### config.mk
export PLATFORM = sky130hd
export DESIGN_NAME = mlcd_streamer
export DESIGN_NICKNAME = d
export VERILOG_FILES = /design/src/rtl/mlcd_pkg.sv /design/src/rtl/mlcd_req_arb.sv /design/src/rtl/mlcd_bit_engine.sv /design/src/rtl/mlcd_frame_seq.sv /design/src/rtl/mlcd_streamer.sv
export SDC_FILE = /design/constraint.sdc
export NUM_CORES = 1
export LEC_CHECK = 0
export BUFFER_PORTS_ARGS = -buffer_cell sky130_fd_sc_hd__buf_4
export CAP_MARGIN = 25
export CELL_PAD_IN_SITES_DETAIL_PLACEMENT = 1
export CELL_PAD_IN_SITES_GLOBAL_PLACEMENT = 1
export CORE_UTILIZATION = 25
export CTS_BUF_LIST = sky130_fd_sc_hd__clkbuf_4 sky130_fd_sc_hd__clkbuf_8
export DETAILED_ROUTE_END_ITERATION = 6
export GPL_ROUTABILITY_DRIVEN = 0
export PLACE_DENSITY = 0.54
export SYNTH_ARGS = -nofsm -noshare
export SYNTH_HDL_FRONTEND = slang
export SYNTH_SLANG_ARGS = --single-unit
export TNS_END_PERCENT = 10
### constraint.sdc
create_clock -name clk -period 3.8 [get_ports clk]
set_input_delay 0.38 -clock clk [delete_from_list [all_inputs] [get_ports clk]]
set_output_delay 0.38 -clock clk [all_outputs]
set_load 0.03 [all_outputs]
### src/rtl/mlcd_pkg.sv
package mlcd_pkg;

    typedef enum logic [2:0] {
        ST_IDLE, ST_LEAD, ST_ISSUE, ST_LOAD, ST_WAIT, ST_TAIL, ST_GAP
    } seq_state_t;

    typedef enum logic [1:0] {
        JOB_FRAME, JOB_CLEAR, JOB_HOLD
    } job_t;

    typedef enum logic [2:0] {
        IT_CMD, IT_ROW, IT_DATA, IT_PAD, IT_TRAIL, IT_ARG
    } item_t;

    localparam logic [7:0] OP_WRITE = 8'h01;
    localparam logic [7:0] OP_CLEAR = 8'h04;
    localparam logic [7:0] OP_HOLD  = 8'h00;
    localparam logic [7:0] PAD_BYTE = 8'h00;

    function automatic logic [7:0] opcode_of(input job_t j);
        case (j)
            JOB_FRAME: return OP_WRITE;
            JOB_CLEAR: return OP_CLEAR;
            default:   return OP_HOLD;
        endcase
    endfunction

endpackage

### src/rtl/mlcd_req_arb.sv
module mlcd_req_arb
    import mlcd_pkg::*;
(
    input  logic req_frame,
    input  logic req_clear,
    input  logic req_hold,
    output logic any_req,
    output job_t pick
);
    always_comb begin
        any_req = req_frame | req_clear | req_hold;
        if (req_frame)      pick = JOB_FRAME;
        else if (req_clear) pick = JOB_CLEAR;
        else                pick = JOB_HOLD;
    end
endmodule

### src/rtl/mlcd_bit_engine.sv
module mlcd_bit_engine #(
    parameter int CLK_DIV = 16
) (
    input  logic       clk,
    input  logic       rst,
    input  logic       load,
    input  logic [7:0] din,
    output logic       sclk,
    output logic       mosi,
    output logic       byte_done
);
    localparam int HALF = CLK_DIV / 2;
    localparam int DW   = $clog2(HALF + 1);

    logic          act;
    logic          hi;
    logic [DW-1:0] div;
    logic [2:0]    bitc;
    logic [7:0]    sh;

    always_ff @(posedge clk) begin
        if (rst) begin
            act       <= 1'b0;
            hi        <= 1'b0;
            div       <= '0;
            bitc      <= '0;
            sh        <= '0;
            byte_done <= 1'b0;
        end else begin
            byte_done <= 1'b0;
            if (!act) begin
                if (load) begin
                    act  <= 1'b1;
                    hi   <= 1'b0;
                    div  <= '0;
                    bitc <= '0;
                    sh   <= din;
                end
            end else if (div == DW'(HALF - 1)) begin
                div <= '0;
                if (!hi) begin
                    hi <= 1'b1;
                end else begin
                    hi <= 1'b0;
                    if (bitc == 3'd7) begin
                        act       <= 1'b0;
                        byte_done <= 1'b1;
                    end else begin
                        sh   <= sh >> 1;
                        bitc <= bitc + 3'd1;
                    end
                end
            end else begin
                div <= div + DW'(1);
            end
        end
    end

    assign sclk = hi;
    assign mosi = act & sh[0];
endmodule

### src/rtl/mlcd_frame_seq.sv
module mlcd_frame_seq
    import mlcd_pkg::*;
#(
    parameter int LINES   = 96,
    parameter int BPL     = 12,
    parameter int CLK_DIV = 16,
    parameter int AW      = $clog2(LINES * BPL)
) (
    input  logic          clk,
    input  logic          rst,
    input  logic          start,
    input  job_t          start_job,
    input  logic          byte_done,
    input  logic [7:0]    fb_rdata,
    output logic          load,
    output logic [7:0]    load_byte,
    output logic          fb_rd,
    output logic [AW-1:0] fb_addr,
    output logic          cs,
    output logic          busy,
    output logic          done
);
    localparam int LW = (LINES > 1) ? $clog2(LINES) : 1;
    localparam int CW = (BPL > 1) ? $clog2(BPL) : 1;
    localparam int TW = $clog2(CLK_DIV + 1);

    seq_state_t    st;
    job_t          job;
    item_t         item;
    logic [LW-1:0] line_q;
    logic [CW-1:0] col_q;
    logic [TW-1:0] tmr;
    logic          tmr_end;
    logic [7:0]    item_byte;

    assign tmr_end = (tmr == TW'(CLK_DIV - 1));
    assign busy    = (st != ST_IDLE);
    assign fb_rd   = (st == ST_ISSUE) && (item == IT_DATA);
    assign fb_addr = AW'(line_q) * AW'(BPL) + AW'(col_q);

    always_comb begin
        case (item)
            IT_CMD:  item_byte = opcode_of(job);
            IT_ROW:  item_byte = 8'(line_q) + 8'd1;
            default: item_byte = PAD_BYTE;
        endcase
    end

    always_ff @(posedge clk) begin
        if (rst) begin
            st        <= ST_IDLE;
            job       <= JOB_HOLD;
            item      <= IT_CMD;
            line_q    <= '0;
            col_q     <= '0;
            tmr       <= '0;
            cs        <= 1'b0;
            done      <= 1'b0;
            load      <= 1'b0;
            load_byte <= '0;
        end else begin
            done <= 1'b0;
            load <= 1'b0;
            case (st)
                ST_IDLE: if (start) begin
                    job  <= start_job;
                    item <= IT_CMD;
                    cs   <= 1'b1;
                    tmr  <= '0;
                    st   <= ST_LEAD;
                end
                ST_LEAD: begin
                    if (tmr_end) st <= ST_ISSUE;
                    else         tmr <= tmr + TW'(1);
                end
                ST_ISSUE: begin
                    if (item == IT_DATA) begin
                        st <= ST_LOAD;
                    end else begin
                        load      <= 1'b1;
                        load_byte <= item_byte;
                        st        <= ST_WAIT;
                    end
                end
                ST_LOAD: begin
                    load      <= 1'b1;
                    load_byte <= fb_rdata;
                    st        <= ST_WAIT;
                end
                ST_WAIT: if (byte_done) begin
                    tmr <= '0;
                    st  <= ST_ISSUE;
                    case (item)
                        IT_CMD: begin
                            if (job == JOB_FRAME) begin
                                item   <= IT_ROW;
                                line_q <= '0;
                            end else begin
                                item <= IT_ARG;
                            end
                        end
                        IT_ROW: begin
                            item  <= IT_DATA;
                            col_q <= '0;
                        end
                        IT_DATA: begin
                            if (col_q == CW'(BPL - 1)) item <= IT_PAD;
                            else                       col_q <= col_q + CW'(1);
                        end
                        IT_PAD: begin
                            if (line_q == LW'(LINES - 1)) begin
                                item <= IT_TRAIL;
                            end else begin
                                line_q <= line_q + LW'(1);
                                item   <= IT_ROW;
                            end
                        end
                        default: st <= ST_TAIL;
                    endcase
                end
                ST_TAIL: begin
                    if (tmr_end) begin
                        cs   <= 1'b0;
                        done <= 1'b1;
                        tmr  <= '0;
                        if (job == JOB_FRAME) begin
                            job <= JOB_HOLD;
                            st  <= ST_GAP;
                        end else begin
                            st <= ST_IDLE;
                        end
                    end else begin
                        tmr <= tmr + TW'(1);
                    end
                end
                ST_GAP: begin
                    if (tmr_end) begin
                        cs   <= 1'b1;
                        item <= IT_CMD;
                        tmr  <= '0;
                        st   <= ST_LEAD;
                    end else begin
                        tmr <= tmr + TW'(1);
                    end
                end
                default: st <= ST_IDLE;
            endcase
        end
    end
endmodule

### src/rtl/mlcd_streamer.sv
module mlcd_streamer
    import mlcd_pkg::*;
#(
    parameter int LINES   = 96,
    parameter int BPL     = 12,
    parameter int CLK_DIV = 16,
    localparam int AW     = $clog2(LINES * BPL)
) (
    input  logic          clk,
    input  logic          rst,
    input  logic          req_frame,
    input  logic          req_clear,
    input  logic          req_hold,
    output logic          busy,
    output logic          done,
    output logic          fb_rd,
    output logic [AW-1:0] fb_addr,
    input  logic [7:0]    fb_rdata,
    output logic          lcd_cs,
    output logic          lcd_sclk,
    output logic          lcd_mosi
);
    logic       any_req;
    job_t       pick;
    logic       load;
    logic [7:0] load_byte;
    logic       byte_done;
    logic       seq_busy;

    mlcd_req_arb u_arb (
        .req_frame (req_frame),
        .req_clear (req_clear),
        .req_hold  (req_hold),
        .any_req   (any_req),
        .pick      (pick)
    );

    mlcd_frame_seq #(.LINES(LINES), .BPL(BPL), .CLK_DIV(CLK_DIV), .AW(AW)) u_seq (
        .clk       (clk),
        .rst       (rst),
        .start     (any_req),
        .start_job (pick),
        .byte_done (byte_done),
        .fb_rdata  (fb_rdata),
        .load      (load),
        .load_byte (load_byte),
        .fb_rd     (fb_rd),
        .fb_addr   (fb_addr),
        .cs        (lcd_cs),
        .busy      (seq_busy),
        .done      (done)
    );

    mlcd_bit_engine #(.CLK_DIV(CLK_DIV)) u_bits (
        .clk       (clk),
        .rst       (rst),
        .load      (load),
        .din       (load_byte),
        .sclk      (lcd_sclk),
        .mosi      (lcd_mosi),
        .byte_done (byte_done)
    );

    assign busy = seq_busy;
endmodule

==> run summary, run 1 <==
The flow ran to the end, and the final reports show no timing, DRC or antenna violations. 30 I/O pins were placed. The dominant register cell in the synthesized netlist was sky130_fd_sc_hd__dfxtp_1.

The die extent in x works out to 118 um. Setup slack on the worst reg-to-reg path comes out at 1.31 ns. The signal on the critical path passes through ha_1, fa_1, xor2_1, nand3_1, or4b_4, o311ai_1, buf_4.

After clock tree synthesis, the clock-pin slew on the worst setup and hold paths is 0.11 ns. The type of the worst setup path is reg2out. The share of total power dissipated in sequential elements is 44.6%. For this run the aggregate overflow at the end of global routing stands at 0. The DRC violations left was 0. The most repeated cell in the gate-level netlist after synthesis is sky130_fd_sc_hd__dfxtp_1.

The logs give 109 for the iteration-0 DRC count of the detailed router and 0.00338 sq mm for the total standard cell area after synthesis. Counting flops with a built-in enable in the synthesized netlist gives 0. The number of hold violations in the final report was 0; the site row count was 42. By count the netlist is led by sky130_fd_sc_hd__dfxtp_1, sky130_fd_sc_hd__nor2_1, sky130_fd_sc_hd__a21oi_1. The tools report the endpoint of the worst register-to-register path as u_seq.st[0]$_SDFFE_PP0P_. The later pin in the worst-skew pair is clocked with a latency of 0.31 ns. The power per cell area came out at 424 mW/mm^2.

The cell with the biggest individual delay on the critical path was sky130_fd_sc_hd__or4b_4. Setup repair after global routing left no endpoint under its margin. In this run the number of H-tree levels came out at 2. Number of antenna diodes: 0. For the remaining max-slew budget at the tightest pin, the log shows 49.4%. STA classifies the critical path endpoint as an output pin. TritonCTS built the clock tree. Synthesis inferred 53 register bits. The total of buffers placed on input and output ports was 29. After clock tree synthesis, the flow added hold-fix buffers numbering 0.

Broken down by cell family, the worst path's largest delay share belongs to adder cells. The tool flagged a number of max-cap violations equal to 0. In this run the post-CTS setup repair buffer count came out at 0.

The part of the cycle the worst path needs is 92.9%. Summing the sequential cell areas from Yosys gives 31.4% of the chip area. The total routing resource utilization after global routing is 13.1%, and the required time reported for the critical path endpoint is 3.42 ns. Post-synthesis cell type count: 66. In this run the power spent charging and discharging nets is 0.604 mW. Setup violations remaining at the end of the flow were counted as 0. The synthesized design devotes to its leading area cell type 31.4% of total area. Initial antenna violation count: 0.

Final critical path time including I/O delays and setup: 3.53 ns. The reg-to-reg startpoint is u_seq.tmr[0]$_SDFFE_PP0P_. The post-route netlist has 14.0% of its cells at a drive strength greater than 1. Global-route layer with the greatest usage: met2. The run gives 0.996 mW as the internal cell power. The cell taking the most area after synthesis was sky130_fd_sc_hd__dfxtp_1.

The met3 layer usage reported by global route was 1.69%; the highest net fanout along the worst path was 9. The tools report the worst setup path endpoint as fb_addr[10]. The HPWL after detailed placement is 6.31 mm.

The first detailed-routing pass took 4 iterations. The number of global-route vias before repair is 3054, and the number of pins exceeding their max-slew limit in the final report is 0. The count of nets left with antenna violations after detail routing is 0, and the critical path depth is 7. The depth of the most critical reg-to-reg path is 9.

For the area enclosed by the die boundary, the log shows 0.0140 sq mm. The total detailed-routing wirelength is 8.66 mm. The tools report the type of origin of the critical path as a flop. Data on the critical path arrives at its endpoint at 3.15 ns. The post-synthesis average cell area works out to 8.21 sq um. Global routing used 17.8% of the available met1 tracks. The buffering stage count on the worst path with inverters included came out at 1. The layout-stage area growth over the synthesis result came out at 11.7%. The detailed router placed 2938 vias in this run. In the routed layout, each cell is associated on average with a via count of 4.91.

Routed wirelength normalized by instance count: 14.5 um. The measured slew at the worst slew-check pin is 0.753 ns, and the TritonCTS sink count is 53. For the setup slack of the critical path after layout, the log shows 0.271 ns. Root cell of the clock tree: sky130_fd_sc_hd__clkbuf_8. Net switching is 37.8% of the power. The logs give 283 MHz for the highest achievable clock rate and 15.2 mm for the global-route wire length before repair. The number of nets in the synthesized netlist is 445, and the peak per-stage delay on the critical path is 0.57 ns.

The tools report the met2 usage as 22.0%. The most critical setup path has its startpoint at u_seq.line_q[0]$_SDFFE_PP0P_. The core region is 0.0132 sq mm. Clock skew: 0.0143 ns. The worst-case setup slack after placement was 0.627 ns. The number of buffers on the longest clock path is 2. For this run, the post-layout net count is 454. Once the clock tree was built, the resizer swapped 0 gates to a different size.

After synthesis, the cell types taking the most area are sky130_fd_sc_hd__dfxtp_1, sky130_fd_sc_hd__ha_1, sky130_fd_sc_hd__nor2_1, sky130_fd_sc_hd__a21oi_1, sky130_fd_sc_hd__mux2i_1. The run gives 222 uV as the maximum vdd drop. The sum of negative setup slack is 0 ns, and the end-of-flow core utilization is 28.6%. In this run, CTS created clock tree buffers numbering 5. For this run, the number of Yosys warnings is 0. Worst min-delay path category: in2reg. The cell count after synthesis came out at 412. The static leakage was 1.38 nW.

Per report_power, the combinational group accounts for 34.0% of the total. Entering global routing, the biggest net connects 52 pins. The initial utilization of the core area, before any placement, comes to 25.6%.

From bottom edge to top edge, the die measures 118 um. In the synthesized netlist the async set-or-reset flop fraction comes to 0%. The share of total power dissipated in the clock network is 21.4%.
[cell families (layout without fill, tap and decap cells)]
group	after synthesis	count (layout)	synth area share, %
buffers and inverters	45	55	6.00
muxes	11	11	3.26
xor gates and xnor gates	20	20	5.40
AOI/OAI and AO/OA	112	112	22.5
adders and majority gates	20	20	7.85
DFF	53	53	31.4
and+or+nand+nor	151	151	23.6
[registers in the layout (all words and copies together) (netlist names), 2 cells and up]
register         count
u_bits.sh            8
u_seq.load_byte      8
u_seq.line_q         7
u_seq.tmr            5
u_bits.div           4
u_seq.col_q          4
u_bits.bitc          3
u_seq.item           3
u_seq.st             3
u_seq.job            2
[area by class of cell]
cell class | count | area [sq um]
Timing Repair Buffer | 30 | 225
Sequential cell | 53 | 1060
Tap cell | 176 | 220
Clock inverter | 2 | 13.8
Multi-Input combinational cell | 314 | 2120
Inverter | 17 | 63.8
Clock buffer | 6 | 76.3
Fill cell | 1587 | 9410
[layout by cell type, fill, tap and decap left out, types with 5 or more instances in the layout]
cell type	Yosys	layout
sky130_fd_sc_hd__a21oi_1	35	35
sky130_fd_sc_hd__clkbuf_8	0	5
sky130_fd_sc_hd__nand3_1	14	14
sky130_fd_sc_hd__a311oi_1	5	5
sky130_fd_sc_hd__buf_4	4	30
sky130_fd_sc_hd__nand2b_1	9	9
sky130_fd_sc_hd__nor3_1	11	11
sky130_fd_sc_hd__a22oi_1	6	6
sky130_fd_sc_hd__nand2_1	26	26
sky130_fd_sc_hd__o22ai_1	6	6
sky130_fd_sc_hd__xnor2_1	9	9
sky130_fd_sc_hd__inv_1	15	15
sky130_fd_sc_hd__ha_1	18	18
sky130_fd_sc_hd__dfxtp_1	53	53
sky130_fd_sc_hd__a211oi_1	11	11
sky130_fd_sc_hd__nor2b_1	5	5
sky130_fd_sc_hd__mux2i_1	11	11
sky130_fd_sc_hd__nor2_1	52	52
sky130_fd_sc_hd__o21ai_0	12	12
sky130_fd_sc_hd__xor2_1	10	10
[power by group through the flow]
stage	Sequential, mW	Combinational (mW)	Clock [mW]
6_report	0.714	0.544	0.342
5_1_grt	0.729	0.616	0.386
4_1_cts	0.715	0.554	0.364
3_5_place_dp	0.728	0.551	0
3_3_place_gp	0.724	0.544	0
2_1_floorplan	0.669	0.485	0
[stage by stage]
stage	cells	area [sq um]	hold WS (ns)	total power [mW]
after global routing	598	3780	0.357	1.73
final	598	3780	0.363	1.60
after CTS	598	3780	0.347	1.63
after floorplan	412	3380	0.432	1.15
after detailed placement	590	3690	0.459	1.28
after global placement	590	3690	0.441	1.27
[tightest hold or removal path, delay by kind of cell]
family          cells  cell delay [ns]
buf+inv             1             0.08
compound gates      2             0.18
[worst min path at each step]
stage | startpoint | to | cells past startpoint
3_3_place_gp | u_bits.bitc[2]$_SDFFE_PP0P_ | u_bits.bitc[2]$_SDFFE_PP0P_ | 2
3_5_place_dp | u_bits.bitc[2]$_SDFFE_PP0P_ | u_bits.bitc[2]$_SDFFE_PP0P_ | 2
5_1_grt | fb_rdata[2] | u_seq.load_byte[2]$_SDFFE_PP0P_ | 3
2_1_floorplan | u_bits.sh[7]$_SDFFE_PP0P_ | u_bits.sh[7]$_SDFFE_PP0P_ | 2
4_1_cts | fb_rdata[7] | u_seq.load_byte[7]$_SDFFE_PP0P_ | 3
6_report | fb_rdata[7] | u_seq.load_byte[7]$_SDFFE_PP0P_ | 3
[layer usage]
metal | share of wire, % | wire length [um] | vias up
li1 | - | - | 1508
met1 | 52 | 4500 | 1395
met2 | 45 | 3930 | 30
met3 | 1.7 | 151 | 5
met4 | 0.92 | 80 | 0
met5 | 0 | 0 | -
Power figures use the tool's default switching activity.
==> inputs of run 2 (changes only) <==
--- a/config.mk
+++ b/config.mk
@@ -9,11 +9,11 @@
 export CAP_MARGIN = 25
 export CELL_PAD_IN_SITES_DETAIL_PLACEMENT = 1
 export CELL_PAD_IN_SITES_GLOBAL_PLACEMENT = 1
-export CORE_UTILIZATION = 25
+export CORE_UTILIZATION = 50
 export CTS_BUF_LIST = sky130_fd_sc_hd__clkbuf_4 sky130_fd_sc_hd__clkbuf_8
 export DETAILED_ROUTE_END_ITERATION = 6
 export GPL_ROUTABILITY_DRIVEN = 0
-export PLACE_DENSITY = 0.54
+export PLACE_DENSITY = 0.92
 export SYNTH_ARGS = -nofsm -noshare
 export SYNTH_HDL_FRONTEND = slang
 export SYNTH_SLANG_ARGS = --single-unit
==> constraint.sdc (replaced) <==
create_clock -name clk -period 3.8 [get_ports clk]
set_input_delay 0.38 -clock clk [delete_from_list [all_inputs] [get_ports clk]]
set_output_delay 0.38 -clock clk [all_outputs]
set_load 0.05 [all_outputs]
==> run summary, run 2 (synthesis results as in run 1) <==
Global routing consumed, over all layers together, 24.0% of the routing resources. The clock passes through at most 2 buffers. For this design the static power due to leakage is 1.37 nW. In the final layout, the multi-input gates occupy 0.00212 sq mm. Number of hold violations in the final report: 0.

The run finished, with violations left. The final critical path time including I/O delays and setup came out at 3.55 ns. Summed over all nets, the switching power comes to 0.643 mW. The run gives 53 as the TritonCTS sink count. STA puts the critical path data arrival time at 3.17 ns. The largest registers in the layout are u_bits.sh (8), u_seq.load_byte (8), u_seq.line_q (7). In the final design database the tool counted 453 nets.

In this run, the combinational gates consume 34.6% of the power. Type of the worst setup path: reg2out. Compared with the post-synthesis result, the final layout area differs by 7.96%.

Clock tree synthesis selected as its root buffer the cell sky130_fd_sc_hd__clkbuf_8. The highest net fanout along the worst path works out to 9. The die extent in x works out to 84.2 um. Post-CTS timing repair inserted 0 buffers for setup. The worst pin sits at a relative slew slack of 46.1%. Once the clock tree was built, the resizer swapped 0 gates to a different size. The library cell used most frequently in the layout, excluding fill and tap cells, is sky130_fd_sc_hd__dfxtp_1.

The final reports fail on design-rule violations. The number of antenna diodes in the final layout is 0. Required time reported for the critical path endpoint: 3.42 ns. For the number of iterations in the first detailed-routing pass, the log shows 6.

The region available for standard cell placement spans 0.00642 sq mm. The die covers 0.00709 sq mm. The worst hold path belongs to the class in2reg.

CTS built an H-tree with a depth of 2. Setup repair after global routing left no endpoint under its margin. The number of pins exceeding their max-slew limit in the final report came out at 0. For this design, the CTS-stage hold fixing added 0 buffers. Dividing the detail-routed wire length by the instance count gives 16.4 um. Derived from the worst setup path, the maximum achievable clock frequency is 282 MHz. The type of origin of the critical path is a flop. The sum of negative setup slack came out at 0 ns. The top-level I/O count came out at 30.

The maximum number of pins on one net before global-route repair is 52, and the clock transition at the register clock pins on the worst setup and hold paths after CTS is 0.10 ns. For the number of vias after detailed routing, the log shows 3002. Number of global-route vias before repair: 3045.

The share of total power dissipated in the clock network is 20.9%. In the routed design, unresolved DRC markers number 2. Endpoint kind of the worst setup timing path: an output pin. The logs give 5 for the CTS buffer count and 175 for the iteration-0 DRC count of the detailed router. The total overflow left after global routing is 0. For the number of maximum-capacitance constraint violations, the log shows 0.

VDD sags by at most 190 uV. Net switching is 39.4% of the power. Post-detailed-placement half-perimeter wirelength: 5.98 mm.

Clock skew: 0.00892 ns. Once layout is complete, the utilization of the core stands at 56.8%. The vias per cell came out at 6.03. The global-route wire length before repair was 14.1 mm. The initialized floorplan defines 29 standard-cell rows. Setup violations remaining at the end of the flow were counted as 0. The part of the cycle the worst path needs is 93.4%.

The library cells used most frequently in the layout, excluding fill and tap cells, are sky130_fd_sc_hd__dfxtp_1, sky130_fd_sc_hd__nor2_1, sky130_fd_sc_hd__a21oi_1. The hold slack is 0.359 ns, and the total detailed-routing wirelength is 8.18 mm. For the initial antenna violation count, the log shows 0. The initial core utilization was 52.6%. The run gives 0.32 ns as the clock latency reported for the late side of the worst-skew pair. After filler insertion, the fill cell instance count of the layout stands at 786. The post-route netlist has 13.8% of its cells at a drive strength greater than 1. The portion of total power attributed to sequential cells is 44.4%, and the count of nets left with antenna violations after detail routing is 0. The power per cell area was 447 mW/mm^2.

TritonCTS built the clock tree. For the pin with the worst max-slew slack, the measured transition is 0.808 ns. The sequential cells in the finished layout cover a total of 0.00106 sq mm.

The floorplan step set the die height to 84.2 um. The total of buffers placed on input and output ports works out to 29. The internal power of the cells totals 0.990 mW.
run 2: worst max-delay path, cell delays in order, from the launching register on:
cell and delay [ns]:
sky130_fd_sc_hd__dfxtp_1 0.41, sky130_fd_sc_hd__ha_1 0.37, sky130_fd_sc_hd__fa_1 0.45, sky130_fd_sc_hd__xor2_1 0.31, sky130_fd_sc_hd__nand3_1 0.20, sky130_fd_sc_hd__or4b_4 0.58
sky130_fd_sc_hd__o311ai_1 0.28, sky130_fd_sc_hd__buf_4 0.25
run 2: area by class of cell:
cell class	instances	area share (%)
clock inverters	3	0.686
well taps	77	2.64
multi-input cells	314	58.0
clock buffers	5	1.89
repair buffers	29	5.97
inverters	17	1.75
flip-flops and latches	53	29.1
run 2: worst paths after layout:
check                                                   from                               to  slack [ns]  depth (start not counted)
worst max-delay path            u_seq.line_q[0]$_SDFFE_PP0P_                      fb_addr[10]        0.25                          7
worst min-delay path                             fb_rdata[7]  u_seq.load_byte[7]$_SDFFE_PP0P_        0.36                          3
worst max register to register     u_seq.tmr[0]$_SDFFE_PP0P_         u_seq.st[0]$_SDFFE_PP0P_        1.21                          9
worst min register to register   u_bits.bitc[1]$_SDFFE_PP0P_      u_bits.bitc[1]$_SDFFE_PP0P_        0.47                          2
run 2: power groups by stage:
stage | sequential, mW | combinational (mW) | clock (mW)
2_1_floorplan | 0.675 | 0.499 | 0
3_3_place_gp | 0.733 | 0.532 | 0
3_5_place_dp | 0.737 | 0.556 | 0
4_1_cts | 0.724 | 0.565 | 0.349
5_1_grt | 0.740 | 0.617 | 0.371
6_report | 0.726 | 0.565 | 0.342
run 2: through the flow:
stage | std cells | cell area [sq um] | setup WS (ns) | total power, mW
2_1_floorplan | 412 | 3380 | 0.203 | 1.17
3_3_place_gp | 490 | 3560 | 0.743 | 1.27
3_5_place_dp | 490 | 3560 | 0.602 | 1.29
4_1_cts | 498 | 3650 | 0.248 | 1.64
5_1_grt | 498 | 3650 | 0.0747 | 1.73
6_report | 498 | 3650 | 0.252 | 1.63
run 2: metal layers:
layer  up-vias  wire [um]  track usage, %
li1       1496          -               -
met1      1447       3830            30.4
met2        48       4020            42.6
met3        11        189            3.24
met4         0        141            7.05
met5         -          0               0
==> inputs of run 3 (changes only) <==
==> constraint.sdc (replaced) <==
create_clock -name clk -period 3.8 [get_ports clk]
set_input_delay 0.76 -clock clk [delete_from_list [all_inputs] [get_ports clk]]
set_output_delay 0.76 -clock clk [all_outputs]
set_load 0.05 [all_outputs]
==> run summary, run 3 (synthesis results as in run 1) <==
The flow ran to the end, but the final reports show violations. The checks that failed: design-rule violations. Overall power consumption: 1.61 mW. The share of cells above drive strength 1 was 14.5%; the remaining max-slew budget at the tightest pin was 46.5%.

The first global-routing pass estimated 14.1 mm of wire. The sum of negative setup slack is 0 ns, and the number of antenna diodes is 0. For this configuration, the core starts out at a cell density of 52.6%. After clock tree synthesis, the flow added hold-fix buffers numbering 0.

After global routing, the most crowded layer is met2. Setup violations remaining at the end of the flow were counted as 0. The library cell used most frequently in the layout, excluding fill and tap cells, is sky130_fd_sc_hd__dfxtp_1.

Dividing the detail-routed wire length by the instance count gives 16.4 um. After clock tree synthesis, the clock-pin slew on the worst setup and hold paths is 0.10 ns. The worst setup path is of the reg2out kind. The internal power of the cells totals 0.992 mW. The floorplan step defined a die boundary enclosing 0.00709 sq mm.

The number of global-route vias before repair is 3000. The type of origin of the critical path was a flop. The core outline area is 0.00642 sq mm.

Data arrives at the worst endpoint at 2.90 ns. The worst setup path is captured at an output pin. The share of power burned in the clock network is 20.6%, and the maximum vdd drop is 216 uV. Of the total power, registers draw 45.0%.

TritonCTS built the clock tree. Counting along the longest clock path gives a buffer depth of 2. Top-level I/O count: 30.

Once detail routing completed, the nets flagged for antenna violations numbered 0. After layout, the worst path uses 96.3% of the clock period. Counting the buffers created by CTS gives 5. In the layout the commonest cells are sky130_fd_sc_hd__dfxtp_1, sky130_fd_sc_hd__nor2_1, sky130_fd_sc_hd__a21oi_1.

Power spread over the standard cell area amounts to 439 mW/mm^2. Total detailed-routing wirelength: 8.20 mm. The area growth from synthesis to layout is 8.55%. The run gives 454 as the net count reported at finish. For the site row count, the log shows 29. Setup repair after global routing left no endpoint under its margin. The logs give 128 for the iteration-0 DRC count of the detailed router and 57.1% for the end-of-flow core utilization. The number of placed instances, taps included came out at 491. The largest registers in the layout are u_bits.sh (8), u_seq.load_byte (8), u_seq.line_q (7).

For this run, the total global-route usage over all layers was measured as 24.1%. For this run, global-route usage on met2 was measured as 42.5%. For this run the aggregate overflow at the end of global routing stands at 0. The share of power burned in combinational logic was 34.4%. The finished layout holds 499 standard cells, fillers aside. Global routing used 4.23% of the available met3 tracks. Post-CTS timing repair inserted 0 buffers for setup. Number of hold violations in the final report: 0. Summing over every cut layer, the via total after detailed routing is 3015. The H-tree generated during clock tree synthesis spans 2 levels. Die extent in x: 84.2 um. The filler cell count is 775, and the number of iterations in the first detailed-routing pass is 6. Dividing the detail-routed via count by the number of cells gives 6.04. In this run switching power makes up 38.5% of total power. The number of maximum-capacitance constraint violations is 0, and the post-detailed-placement half-perimeter wirelength is 5.89 mm.

The highest net fanout along the worst path is 9. The number of gates resized after CTS was 0. The tools report the static leakage as 1.37 nW. The overall die height was 84.2 um. At the pin with the least slew margin, the transition time is 0.797 ns. The analysis attributes to net switching a power of 0.621 mW.

Entering global routing, the biggest net connects 52 pins. The count of buffers added on input and output ports is 29. In the routed design, unresolved DRC markers number 3. CTS placed an instance of sky130_fd_sc_hd__clkbuf_8 at the clock tree root.

In the global route stage, met1 resource usage came out at 31.2%. For the highest achievable clock rate, the log shows 273 MHz. The logs give 0 for the initial antenna violation count and 0.32 ns for the clock latency reported for the late side of the worst-skew pair. The number of pins exceeding their max-slew limit in the final report came out at 0. Clock skew on the completed layout was measured at 0.00929 ns. Counting I/O delays and the setup requirement, the final critical path takes 3.66 ns.

Data on the critical path is required at its endpoint by 3.04 ns. The tightest min-delay check is of the reg2reg type. The TritonCTS sink count was 53.
[run 3: changes by cell type in the layout (fill, tap and decap cells not counted)]
cell / delta
sky130_fd_sc_hd__inv_6: -2
sky130_fd_sc_hd__buf_4: +1
sky130_fd_sc_hd__clkbuf_4: +1
sky130_fd_sc_hd__clkinvlp_4: +1
sky130_fd_sc_hd__o311ai_1: -1
sky130_fd_sc_hd__o311ai_2: +1
sky130_fd_sc_hd__xor2_1: -1
sky130_fd_sc_hd__xor2_2: +1
[run 3: power by group through the flow]
stage | Combinational (mW) | Clock, mW | Sequential, mW
6_report | 0.554 | 0.333 | 0.725
3_3_place_gp | 0.532 | 0 | 0.732
4_1_cts | 0.554 | 0.340 | 0.726
2_1_floorplan | 0.499 | 0 | 0.675
3_5_place_dp | 0.550 | 0 | 0.737
5_1_grt | 0.610 | 0.367 | 0.741
[run 3: through the flow]
step	hold slack (ns)	cell area [sq um]	setup WS, ns
6_report	0.469	3670	0.140
5_1_grt	0.496	3670	0.00698
4_1_cts	0.471	3660	0.0499
3_5_place_dp	0.457	3570	0.409
3_3_place_gp	0.444	3570	0.503
2_1_floorplan	0.432	3390	0.281
[run 3: final timing paths]
check,from,end,slack (ns),depth (start not counted)
min reg2reg,u_bits.sh[7]$_SDFFE_PP0P_,u_bits.sh[7]$_SDFFE_PP0P_,0.47,2
max reg2reg,u_seq.tmr[0]$_SDFFE_PP0P_,u_seq.st[0]$_SDFFE_PP0P_,1.30,9
max,u_seq.line_q[0]$_SDFFE_PP0P_,fb_addr[10],0.14,8
min,u_bits.sh[7]$_SDFFE_PP0P_,u_bits.sh[7]$_SDFFE_PP0P_,0.47,2
[run 3: cell type report]
type                    count  area [sq um]  share of cell area [%]
multi-input cells         314          2130                    58.1
flip-flops and latches     53          1060                    28.9
clock inverters             2          15.0                   0.409
clock buffers               6          76.3                    2.08
well taps                  77          96.3                    2.63
inverters                  17          63.8                    1.74
repair buffers             30           225                    6.14
[run 3: metal layers]
metal  share of wire, %  wire length (um)  up-vias
met5                  0                 0        -
met3                2.5               205        6
met1                 48              3910     1479
li1                   -                 -     1491
met2                 49              4030       39
met4               0.65                53        0
[run 3: worst max-delay path, cell delays in order, from the launching register on]
cell	delay (ns)
sky130_fd_sc_hd__dfxtp_1	0.40
sky130_fd_sc_hd__ha_1	0.26
sky130_fd_sc_hd__fa_1	0.43
sky130_fd_sc_hd__xor2_2	0.25
sky130_fd_sc_hd__nand3_1	0.16
sky130_fd_sc_hd__or4b_4	0.57
sky130_fd_sc_hd__o21ai_1	0.18
sky130_fd_sc_hd__o311ai_2	0.12
sky130_fd_sc_hd__buf_4	0.20
